===== config.mk =====
export PLATFORM = sky130hd
export DESIGN_NAME = sar_seq
export DESIGN_NICKNAME = d
export VERILOG_FILES = /design/src/rtl/sar_seq_pkg.sv /design/src/rtl/sar_seq_trig.sv /design/src/rtl/sar_seq_ctrl.sv /design/src/rtl/sar_seq_search.sv /design/src/rtl/sar_seq_out.sv /design/src/rtl/sar_seq.sv
export SDC_FILE = /design/constraint.sdc
export NUM_CORES = 1
export LEC_CHECK = 0
export CORE_MARGIN = 1
export CORE_UTILIZATION = 56
export CTS_CLUSTER_SIZE = 10
export DETAILED_ROUTE_END_ITERATION = 8
export DONT_BUFFER_PORTS = 1
export PLACE_DENSITY_LB_ADDON = 0.3
export SETUP_SLACK_MARGIN = 0.2
export SLEW_MARGIN = 20
export SYNTH_ARGS = -nofsm -noshare
export SYNTH_HDL_FRONTEND = slang
export SYNTH_HIERARCHICAL = 1
export SYNTH_SLANG_ARGS = --single-unit

===== constraint.sdc =====
create_clock -name clk_i -period 1.3 [get_ports clk_i]
set_input_delay 0.065 -clock clk_i [delete_from_list [all_inputs] [get_ports clk_i]]
set_output_delay 0.065 -clock clk_i [all_outputs]
set_load 0.01 [all_outputs]

===== src/rtl/sar_seq_pkg.sv =====
package sar_seq_pkg;

  typedef enum logic [1:0] {
    PH_ACQ  = 2'd0,
    PH_HOLD = 2'd1,
    PH_CMP  = 2'd2
  } phase_e;

  localparam int unsigned NUM_PHASES = 3;

endpackage


===== src/rtl/sar_seq_trig.sv =====
module sar_seq_trig (
  input  logic clk_i,
  input  logic rst_ni,
  input  logic cs_ni,
  output logic fall_o
);

  logic cs_q;

  always_ff @(posedge clk_i or negedge rst_ni) begin
    if (!rst_ni) cs_q <= 1'b1;
    else         cs_q <= cs_ni;
  end

  assign fall_o = cs_q & ~cs_ni;

endmodule


===== src/rtl/sar_seq_ctrl.sv =====
module sar_seq_ctrl
  import sar_seq_pkg::*;
#(
  parameter int unsigned HOLD_CYC   = 1,
  parameter int unsigned SETTLE_CYC = 1
) (
  input  logic   clk_i,
  input  logic   rst_ni,
  input  logic   fall_i,
  input  logic   last_bit_i,
  output phase_e phase_o,
  output logic   load_o,
  output logic   step_o,
  output logic   finish_o
);

  localparam int unsigned HCW = (HOLD_CYC > 1) ? $clog2(HOLD_CYC) : 1;
  localparam int unsigned SCW = (SETTLE_CYC > 1) ? $clog2(SETTLE_CYC) : 1;
  localparam logic [HCW-1:0] H_LAST = HCW'(HOLD_CYC - 1);
  localparam logic [SCW-1:0] S_LAST = SCW'(SETTLE_CYC - 1);

  phase_e         phase_q;
  logic [HCW-1:0] hcnt_q;
  logic [SCW-1:0] scnt_q;

  assign load_o   = (phase_q == PH_ACQ) && fall_i;
  assign step_o   = (phase_q == PH_CMP) && (scnt_q == S_LAST);
  assign finish_o = step_o && last_bit_i;
  assign phase_o  = phase_q;

  always_ff @(posedge clk_i or negedge rst_ni) begin
    if (!rst_ni) begin
      phase_q <= PH_ACQ;
      hcnt_q  <= '0;
      scnt_q  <= '0;
    end else begin
      unique case (phase_q)
        PH_ACQ: begin
          if (fall_i) begin
            phase_q <= PH_HOLD;
            hcnt_q  <= '0;
          end
        end
        PH_HOLD: begin
          if (hcnt_q == H_LAST) begin
            phase_q <= PH_CMP;
            scnt_q  <= '0;
          end else begin
            hcnt_q <= hcnt_q + 1'b1;
          end
        end
        PH_CMP: begin
          if (scnt_q == S_LAST) begin
            scnt_q <= '0;
            if (last_bit_i) phase_q <= PH_ACQ;
          end else begin
            scnt_q <= scnt_q + 1'b1;
          end
        end
        default: phase_q <= PH_ACQ;
      endcase
    end
  end

endmodule


===== src/rtl/sar_seq_search.sv =====
module sar_seq_search #(
  parameter int unsigned WIDTH = 16
) (
  input  logic             clk_i,
  input  logic             rst_ni,
  input  logic             load_i,
  input  logic             step_i,
  input  logic             cmp_i,
  output logic [WIDTH-1:0] trial_o,
  output logic [WIDTH-1:0] result_o,
  output logic             last_o
);

  localparam logic [WIDTH-1:0] TOP_BIT = {1'b1, {(WIDTH-1){1'b0}}};

  logic [WIDTH-1:0] acc_q;
  logic [WIDTH-1:0] mask_q;

  assign trial_o  = acc_q | mask_q;
  // decision folded in so the final code is ready at the last step
  assign result_o = cmp_i ? trial_o : acc_q;
  assign last_o   = mask_q[0];

  always_ff @(posedge clk_i or negedge rst_ni) begin
    if (!rst_ni) begin
      acc_q  <= '0;
      mask_q <= TOP_BIT;
    end else if (load_i) begin
      acc_q  <= '0;
      mask_q <= TOP_BIT;
    end else if (step_i) begin
      acc_q  <= result_o;
      mask_q <= mask_q >> 1;
    end
  end

endmodule


===== src/rtl/sar_seq_out.sv =====
module sar_seq_out
  import sar_seq_pkg::*;
#(
  parameter int unsigned WIDTH = 16
) (
  input  logic             clk_i,
  input  logic             rst_ni,
  input  phase_e           phase_i,
  input  logic             finish_i,
  input  logic [WIDTH-1:0] result_i,
  input  logic [WIDTH-1:0] trial_i,
  output logic [NUM_PHASES-1:0] sw_o,
  output logic [WIDTH-1:0] dac_code_o,
  output logic             busy_o,
  output logic             pdown_o,
  output logic             done_o,
  output logic [WIDTH-1:0] code_o
);

  for (genvar g = 0; g < NUM_PHASES; g++) begin : g_sw
    assign sw_o[g] = (phase_i == phase_e'(g));
  end

  assign dac_code_o = (phase_i == PH_CMP) ? trial_i : '0;
  assign busy_o     = (phase_i != PH_ACQ);
  assign pdown_o    = (phase_i == PH_ACQ);

  always_ff @(posedge clk_i or negedge rst_ni) begin
    if (!rst_ni) begin
      done_o <= 1'b0;
      code_o <= '0;
    end else begin
      done_o <= finish_i;
      if (finish_i) code_o <= result_i;
    end
  end

endmodule


===== src/rtl/sar_seq.sv =====
module sar_seq
  import sar_seq_pkg::*;
#(
  parameter int unsigned WIDTH      = 16,
  parameter int unsigned HOLD_CYC   = 1,
  parameter int unsigned SETTLE_CYC = 1
) (
  input  logic             clk_i,
  input  logic             rst_ni,
  input  logic             cs_ni,
  input  logic             cmp_i,
  output logic [WIDTH-1:0] dac_code_o,
  output logic             sw_sample_o,
  output logic             sw_hold_o,
  output logic             sw_cmp_o,
  output logic             busy_o,
  output logic             pdown_o,
  output logic             done_o,
  output logic [WIDTH-1:0] code_o
);

  logic                  fall;
  logic                  load;
  logic                  step;
  logic                  finish;
  logic                  last_bit;
  phase_e                phase;
  logic [WIDTH-1:0]      trial;
  logic [WIDTH-1:0]      result;
  logic [NUM_PHASES-1:0] sw;

  sar_seq_trig u_trig (
    .clk_i  (clk_i),
    .rst_ni (rst_ni),
    .cs_ni  (cs_ni),
    .fall_o (fall)
  );

  sar_seq_ctrl #(
    .HOLD_CYC   (HOLD_CYC),
    .SETTLE_CYC (SETTLE_CYC)
  ) u_ctrl (
    .clk_i      (clk_i),
    .rst_ni     (rst_ni),
    .fall_i     (fall),
    .last_bit_i (last_bit),
    .phase_o    (phase),
    .load_o     (load),
    .step_o     (step),
    .finish_o   (finish)
  );

  sar_seq_search #(
    .WIDTH (WIDTH)
  ) u_search (
    .clk_i    (clk_i),
    .rst_ni   (rst_ni),
    .load_i   (load),
    .step_i   (step),
    .cmp_i    (cmp_i),
    .trial_o  (trial),
    .result_o (result),
    .last_o   (last_bit)
  );

  sar_seq_out #(
    .WIDTH (WIDTH)
  ) u_out (
    .clk_i      (clk_i),
    .rst_ni     (rst_ni),
    .phase_i    (phase),
    .finish_i   (finish),
    .result_i   (result),
    .trial_i    (trial),
    .sw_o       (sw),
    .dac_code_o (dac_code_o),
    .busy_o     (busy_o),
    .pdown_o    (pdown_o),
    .done_o     (done_o),
    .code_o     (code_o)
  );

  assign sw_sample_o = sw[PH_ACQ];
  assign sw_hold_o   = sw[PH_HOLD];
  assign sw_cmp_o    = sw[PH_CMP];

endmodule


== Word-level counts from Yosys, hierarchy flattened ==
Index checks and enable logic that the tools add are counted.

* Bits in registers: 54
* Logic and storage cells: 48
* Bits in writable memories: 0
* Input bits: 4
* Output and inout port bits: 38
* Bits in latches: 0
* Memory bits (read-only): 0
* Memories kept: 0

* Mux-type cells: 17
* $lt $le $gt $ge: 0
* Bitwise gates (word level): 4
* Shift operators: 0
* Divide/modulo/power cells: 0
* Add/subtract/negate cells: 2
* Equal/unequal tests: 6
* Reductions and logical operators: 11
* $mul: 0

{| class="wikitable"
|+ Operators by type and width
! operator !! number
|-
| two-way mux 16 bit || 6
|-
| bitwise OR 16 bit || 1
|-
| two-way mux 2 bit || 4
|-
| nonzero test 2 bit || 4
|-
| one-hot mux 2 bit (3 select lines) || 1
|-
| two-way mux 1 bit || 4
|-
| != test 2 x 1 -> 1 bit, second input constant || 2
|-
| != test 2 bit, second input constant || 2
|-
| one-hot mux 1 bit (2 select lines) || 2
|-
| AND reduction 2 bit || 2
|-
| AND reduction 4 bit || 1
|-
| logical AND 1 bit || 3
|-
| adder 1 bit, second input constant || 2
|-
| == test 2 x 1 -> 1 bit, second input constant || 1
|-
| == test 2 bit, second input constant || 1
|-
| zero test 2 bit || 1
|-
| NOT 1 bit || 2
|-
| bitwise AND 1 bit || 1
|}

== Depth between registers and ports, before layout ==
* Depth after elaboration: 4
* Mapped depth: 5
* Mapped depth without buffers: 3

== Modules after synthesis ==
Netlist, hierarchy kept.

{| class="wikitable"
|+ Modules (own cells, without submodules)
! module !! seq. area each (um2) !! cells an instance !! area each (um2) !! instances
|-
| sar_seq_search || 802.0 || 138 || 1485.2 || 1
|-
| sar_seq_out || 425.4 || 60 || 859.6 || 1
|-
| sar_seq_ctrl || 50.0 || 8 || 101.3 || 1
|-
| sar_seq_trig || 26.3 || 2 || 40.0 || 1
|}

== Least setup slack after synthesis ==
OpenSTA, ideal clock, no wires.

* Path kind: register to register
* Start point: reg u_trig.cs_q
* End point: reg u_search.acc_q[0]
* Period minus slack after synthesis: 1.475 ns
* Setup slack: -0.175 ns
* Data required time: 1.168 ns
* Cell stages (with the launch flop): 5
* Library setup time: 0.132 ns
* Arrival time: 1.343 ns
* Buffers on the path: 1
* Cell sequence: dfstp_2 nor2b_4 nor3b_1 clkbuf_1 nor2_1

* Word-level cells in the longest chain between the ends: 3
* Elaborated cells on any way between the ends: 4
* Classes of those cells: mux: 1; bitwise: 1; reduce/logical: 2

{| class="wikitable"
|+ Ends and longest elaborated chain
! element !! line !! RTL
|-
| start, declared || sar_seq_trig.sv:8 || <nowiki>logic cs_q;</nowiki>
|-
| start signal, assigned || sar_seq_trig.sv:12 || <nowiki>else cs_q <= cs_ni;</nowiki>
|-
| bitwise AND 1 bit (*) || sar_seq_trig.sv:15 || <nowiki>assign fall_o = cs_q & ~cs_ni;</nowiki>
|-
| named net fall || sar_seq.sv:22 || <nowiki>logic fall;</nowiki>
|-
| logical AND 1 bit (*) || sar_seq_ctrl.sv:26 || <nowiki>assign load_o = (phase_q == PH_ACQ) && fall_i;</nowiki>
|-
| named net load || sar_seq.sv:23 || <nowiki>logic load;</nowiki>
|-
| two-way mux 16 bit / nonzero test 2 bit (equally long branches) || - ||
|-
| end signal, assigned || sar_seq_search.sv:32 || <nowiki>acc_q <= result_o;</nowiki>
|-
| end, declared || sar_seq_search.sv:16 || <nowiki>logic [WIDTH-1:0] acc_q;</nowiki>
|}

Mark *: on every way through the listed nets, which the timed path passes. The rest lies on a longest branch.
A chain may end at the register's enable or synchronous reset.

== Worst setup path after layout ==
* Start point: reg u_ctrl.phase_q[0] (netlist: u_ctrl/phase_o[0])
* End point: reg u_out.code_o[0]

* Word-level cells in the longest chain between the ends: 3

{| class="wikitable"
|+ Ends and longest elaborated chain
! element !! line !! RTL
|-
| start, declared || sar_seq_ctrl.sv:22 || <nowiki>phase_e phase_q;</nowiki>
|-
| start signal, assigned || sar_seq_ctrl.sv:33 || <nowiki>phase_q <= PH_ACQ;</nowiki>
|-
| start signal, assigned || sar_seq_ctrl.sv:40 || <nowiki>phase_q <= PH_HOLD;</nowiki>
|-
| start signal, assigned || sar_seq_ctrl.sv:46 || <nowiki>phase_q <= PH_CMP;</nowiki>
|-
| == test 2 bit || sar_seq_ctrl.sv:27 || <nowiki>assign step_o = (phase_q == PH_CMP) && (scnt_q == S_LAST);</nowiki>
|-
| logical AND 1 bit || sar_seq_ctrl.sv:27 ||
|-
| named net step || sar_seq.sv:24 || <nowiki>logic step;</nowiki>
|-
| logical AND 1 bit || sar_seq_ctrl.sv:28 || <nowiki>assign finish_o = step_o && last_bit_i;</nowiki>
|-
| named net finish || sar_seq.sv:25 || <nowiki>logic finish;</nowiki>
|-
| end signal, assigned || sar_seq_out.sv:34 || <nowiki>if (finish_i) code_o <= result_i;</nowiki>
|-
| end, declared || sar_seq_out.sv:17 || <nowiki>output logic [WIDTH-1:0] code_o</nowiki>
|}

The timed path passes the listed nets, and every way through them passes these cells.

==> summary.md <==
| Metric | Value |
|---|---|
| Status | `finished with violations` |
| Violated checks | `hold timing, setup timing` |
| First-pass GRT wire length | `8107 microns` |
| Setup crit start kind | `flip-flop` |
| Worst Skew | `0.009391 ns` |
| Critical Path Max Stage Delay | `0.42 ns` |
| Mapped Cells | `208` |
| Initial Util | `59.99%` |
| CP endpoint kind | `flip-flop` |
| WHS | `-0.5457 ns` |
| Die Area | `4710 sq um` |
| PwrDens | `2364 nW/um^2` |
| Area growth, synth to finish | `18.82%` |
| I/O pin count | `42` |
| Req. time, crit path | `~1.5 ns` |
| DR iter-0 viols | `120` |
| Clock buffer count from CTS | `5` |
| Max FO, Critical Path | `9` |
| Synth Cell Area | `between 2000 and 2500 sq um` |
| Dpl hpwl | `2940 microns` |
| Number of diodes | `0` |
| Vias | `1648` |
| Critical-path top delay cell | `dfrtp_2` |
| Maximum clock rate | `0.6974 GHz` |
| Unrepaired setup endpoints after global routing | `true` |
| Initial antenna violation count | `0` |
| Die X | `68.63 microns` |
| Critical Path AT | `1.61 ns` |
| Reg2reg start | `u_ctrl/phase_o[0]$_DFFE_PN0P_` |
| Fillers | `just under 300` |
| PnR worst setup slack | `-0.1340 ns` |
| Post-synthesis cell type count | `22` |
| Syn Nets | `212` |
| Total track usage | `23.90%` |
| Worst-path clk slew | `0.10 ns` |
| Port Buf Inserts | `0` |
| Wire per inst | `19.95 microns` |
| Max Cap Viol | `0` |
| Share of cells above drive strength 1 | `45.37%` |
| Endpoints failing setup | `58` |
| Final GP Congestion | `between 0.7 and 0.8` |
| Pleak | `1.586 nW` |
| Worst-Skew Late Latency | `0.29 ns` |
| Peak supply drop | `1.376 mV` |
| Syn_area_per_cell | `11.95 sq um` |
| Vias/cell | `5.949` |
| CTS tree | `built` |
| Final hold viol count | `52` |
| Final ANT Viol Nets | `0` |
| CTS Sinks | `52` |
| Crit Path Class | `reg -> reg` |
| Grt total ovfl | `0` |
| Seq/Total Area, Yosys | `52.44%` |
| Drt total wl | `5527 microns` |
| Hold Crit Class | `in -> async` |
| Setup TNS | `-4.876 ns` |
| Final nets | `between 200 and 250` |
| Clk buf depth | `2` |
| Worst setup path start | `u_ctrl/phase_o[0]$_DFFE_PN0P_` |
| Tightest Pin Transition | `0.7287 ns` |
| Hold Buf Count CTS | `2` |
| Final Max Tran Viols | `0` |
| #FFs+latches synth | `52` |
| Crit-path cells | `buf_4 > nor2b_4 > and2_4 > buf_12 > mux2_4` |
| Core area | `4144 sq um` |
| DRT Pass-1 Iters | `4` |
| Final period demand of the worst path | `approximately 1.4 ns` |
| DRC Markers | `0` |
| Vias in the first global route | `1626` |
| Row cnt | `23` |
| Place WS | `-0.01076 ns` |
| CTS Root Cell | `clkbuf_8` |
| Largest net degree at the start of global routing | `53` |
| Headroom to the max-slew limit | `between 50% and 60%` |
| H-tree level count | `2` |
| Final worst path period share | `110.3%` |
| Synth warnings | `6` |
| Die Ht | `just under 70 microns` |
-- logic make-up (layout without fill, tap and decap cells) --
kind of cell / after synthesis / in the layout / share of synthesized area, %
AO/OA/AOI/OAI: 33 / 33 / 9.160
buffers and inverters: 18 / 37 / 5.737
flip-flops: 52 / 52 / 52.44
multiplexers: 32 / 32 / 15.20
AND/OR/NAND/NOR: 73 / 73 / 17.46
-- cell type report --
| cell class | count | area (sq um) | share of cell area [%] |
|---|---|---|---|
| Tap cell | 50 | 62.56 | 2.118 |
| Timing Repair Buffer | 28 | 317.8 | 10.76 |
| Sequential cell | 52 | 1306 | 44.22 |
| Clock inverter | 2 | 35.03 | 1.186 |
| Multi-Input combinational cell | 138 | 1156 | 39.14 |
| Inverter | 1 | 3.754 | 0.1271 |
| Clock buffer | 6 | 72.57 | 2.457 |
-- per-layer routing --
layer  global-route usage, %  share of wire (%)
met3                   6.250                5.2
met1                   31.57                 43
met5                       0                  0
met2                   38.85                 51
met4                   6.510                1.1
-- through the flow --
stage	cell area (sq um)	power, mW	util [%]	std cells
5_1_grt	2954	7.399	71.29	277
2_1_floorplan	2522	4.857	-	208
6_report	2954	6.983	71.29	277
4_1_cts	2834	6.757	68.39	271
3_3_place_gp	2531	5.072	61.08	250
3_5_place_dp	2531	5.184	61.08	250
-- flip-flops by register name, summed over array words and instances, names as in the netlist --
name	cells
u_search/mask_q	16
u_out/done_o	1
u_search/acc_q	16
u_ctrl/phase_o	2
u_out/code_o	16
u_trig/cs_q	1
-- critical path: cells and delay by family, from the launching register on --
| kind | cells | cell delay, ns |
|---|---|---|
| flops | 1 | 0.42 |
| simple gates | 2 | 0.32 |
| mux | 1 | 0.29 |
| buf+inv | 2 | 0.29 |
-- where the power goes --
| part | switching (mW) | internal (mW) | total, mW |
|---|---|---|---|
| Combinational | 1.36 | 1.73 | 3.09 |
| Clock | 0.507 | 0.572 | 1.08 |
| Sequential | 0.581 | 2.23 | 2.82 |
-- cells in the mapped netlist (all sizes together) --
cell type	number	area share [%]
inv	1	0.15
mux2i	16	6.4
or2	17	4.3
nor2b	4	1.6
a31oi	16	4.0
clkbuf	6	0.91
and3b	16	5.6
a21o	17	5.1
dfstp	2	2.1
buf	11	4.7
nand2b	1	0.25
and2	1	0.25
dfrtp	50	50
nor3b	2	0.60
mux2	16	8.8
nor2	32	4.8
-- cell usage in the layout, fill, tap and decap left out, types with 2 or more instances in the layout --
cell type / instances
a21o_1: 17
a31oi_1: 16
and3b_2: 16
buf_12: 3
buf_4: 15
buf_6: 4
buf_8: 2
clkbuf_16: 2
clkbuf_8: 5
dfrtp_1: 48
dfrtp_2: 2
dfstp_2: 2
dlygate4sd3_1: 2
mux2_4: 16
mux2i_1: 16
nor2_1: 21
nor2_2: 10
nor2b_4: 3
or2_2: 10
or2_4: 7
-- timing repair --
action / CTS / global route
pin swaps: 1 / 2
setup endpoints to repair: 69 / 70
hold endpoints to repair: 70 / 52
buffers inserted: 11 / 3
gates resized for setup: 38 / 13
gates cloned: 0 / 3
-- worst paths after layout --
kind                                                 endpoint  slack, ns  depth (start not counted)
worst max-delay path              u_out/code_o[0]$_DFFE_PN0P_      -0.13                          5
worst min-delay path              u_out/code_o[2]$_DFFE_PN0P_      -0.55                          0
worst max register to register    u_out/code_o[0]$_DFFE_PN0P_      -0.13                          5
worst min register to register  u_search/acc_q[7]$_DFFE_PN0P_       0.52                          2
max in group asynchronous               u_trig/cs_q$_DFF_PN1_       1.65                          0
min in group clk_i                u_out/code_o[2]$_DFFE_PN0P_       0.01                          2
(Power assumes the default switching activity.)
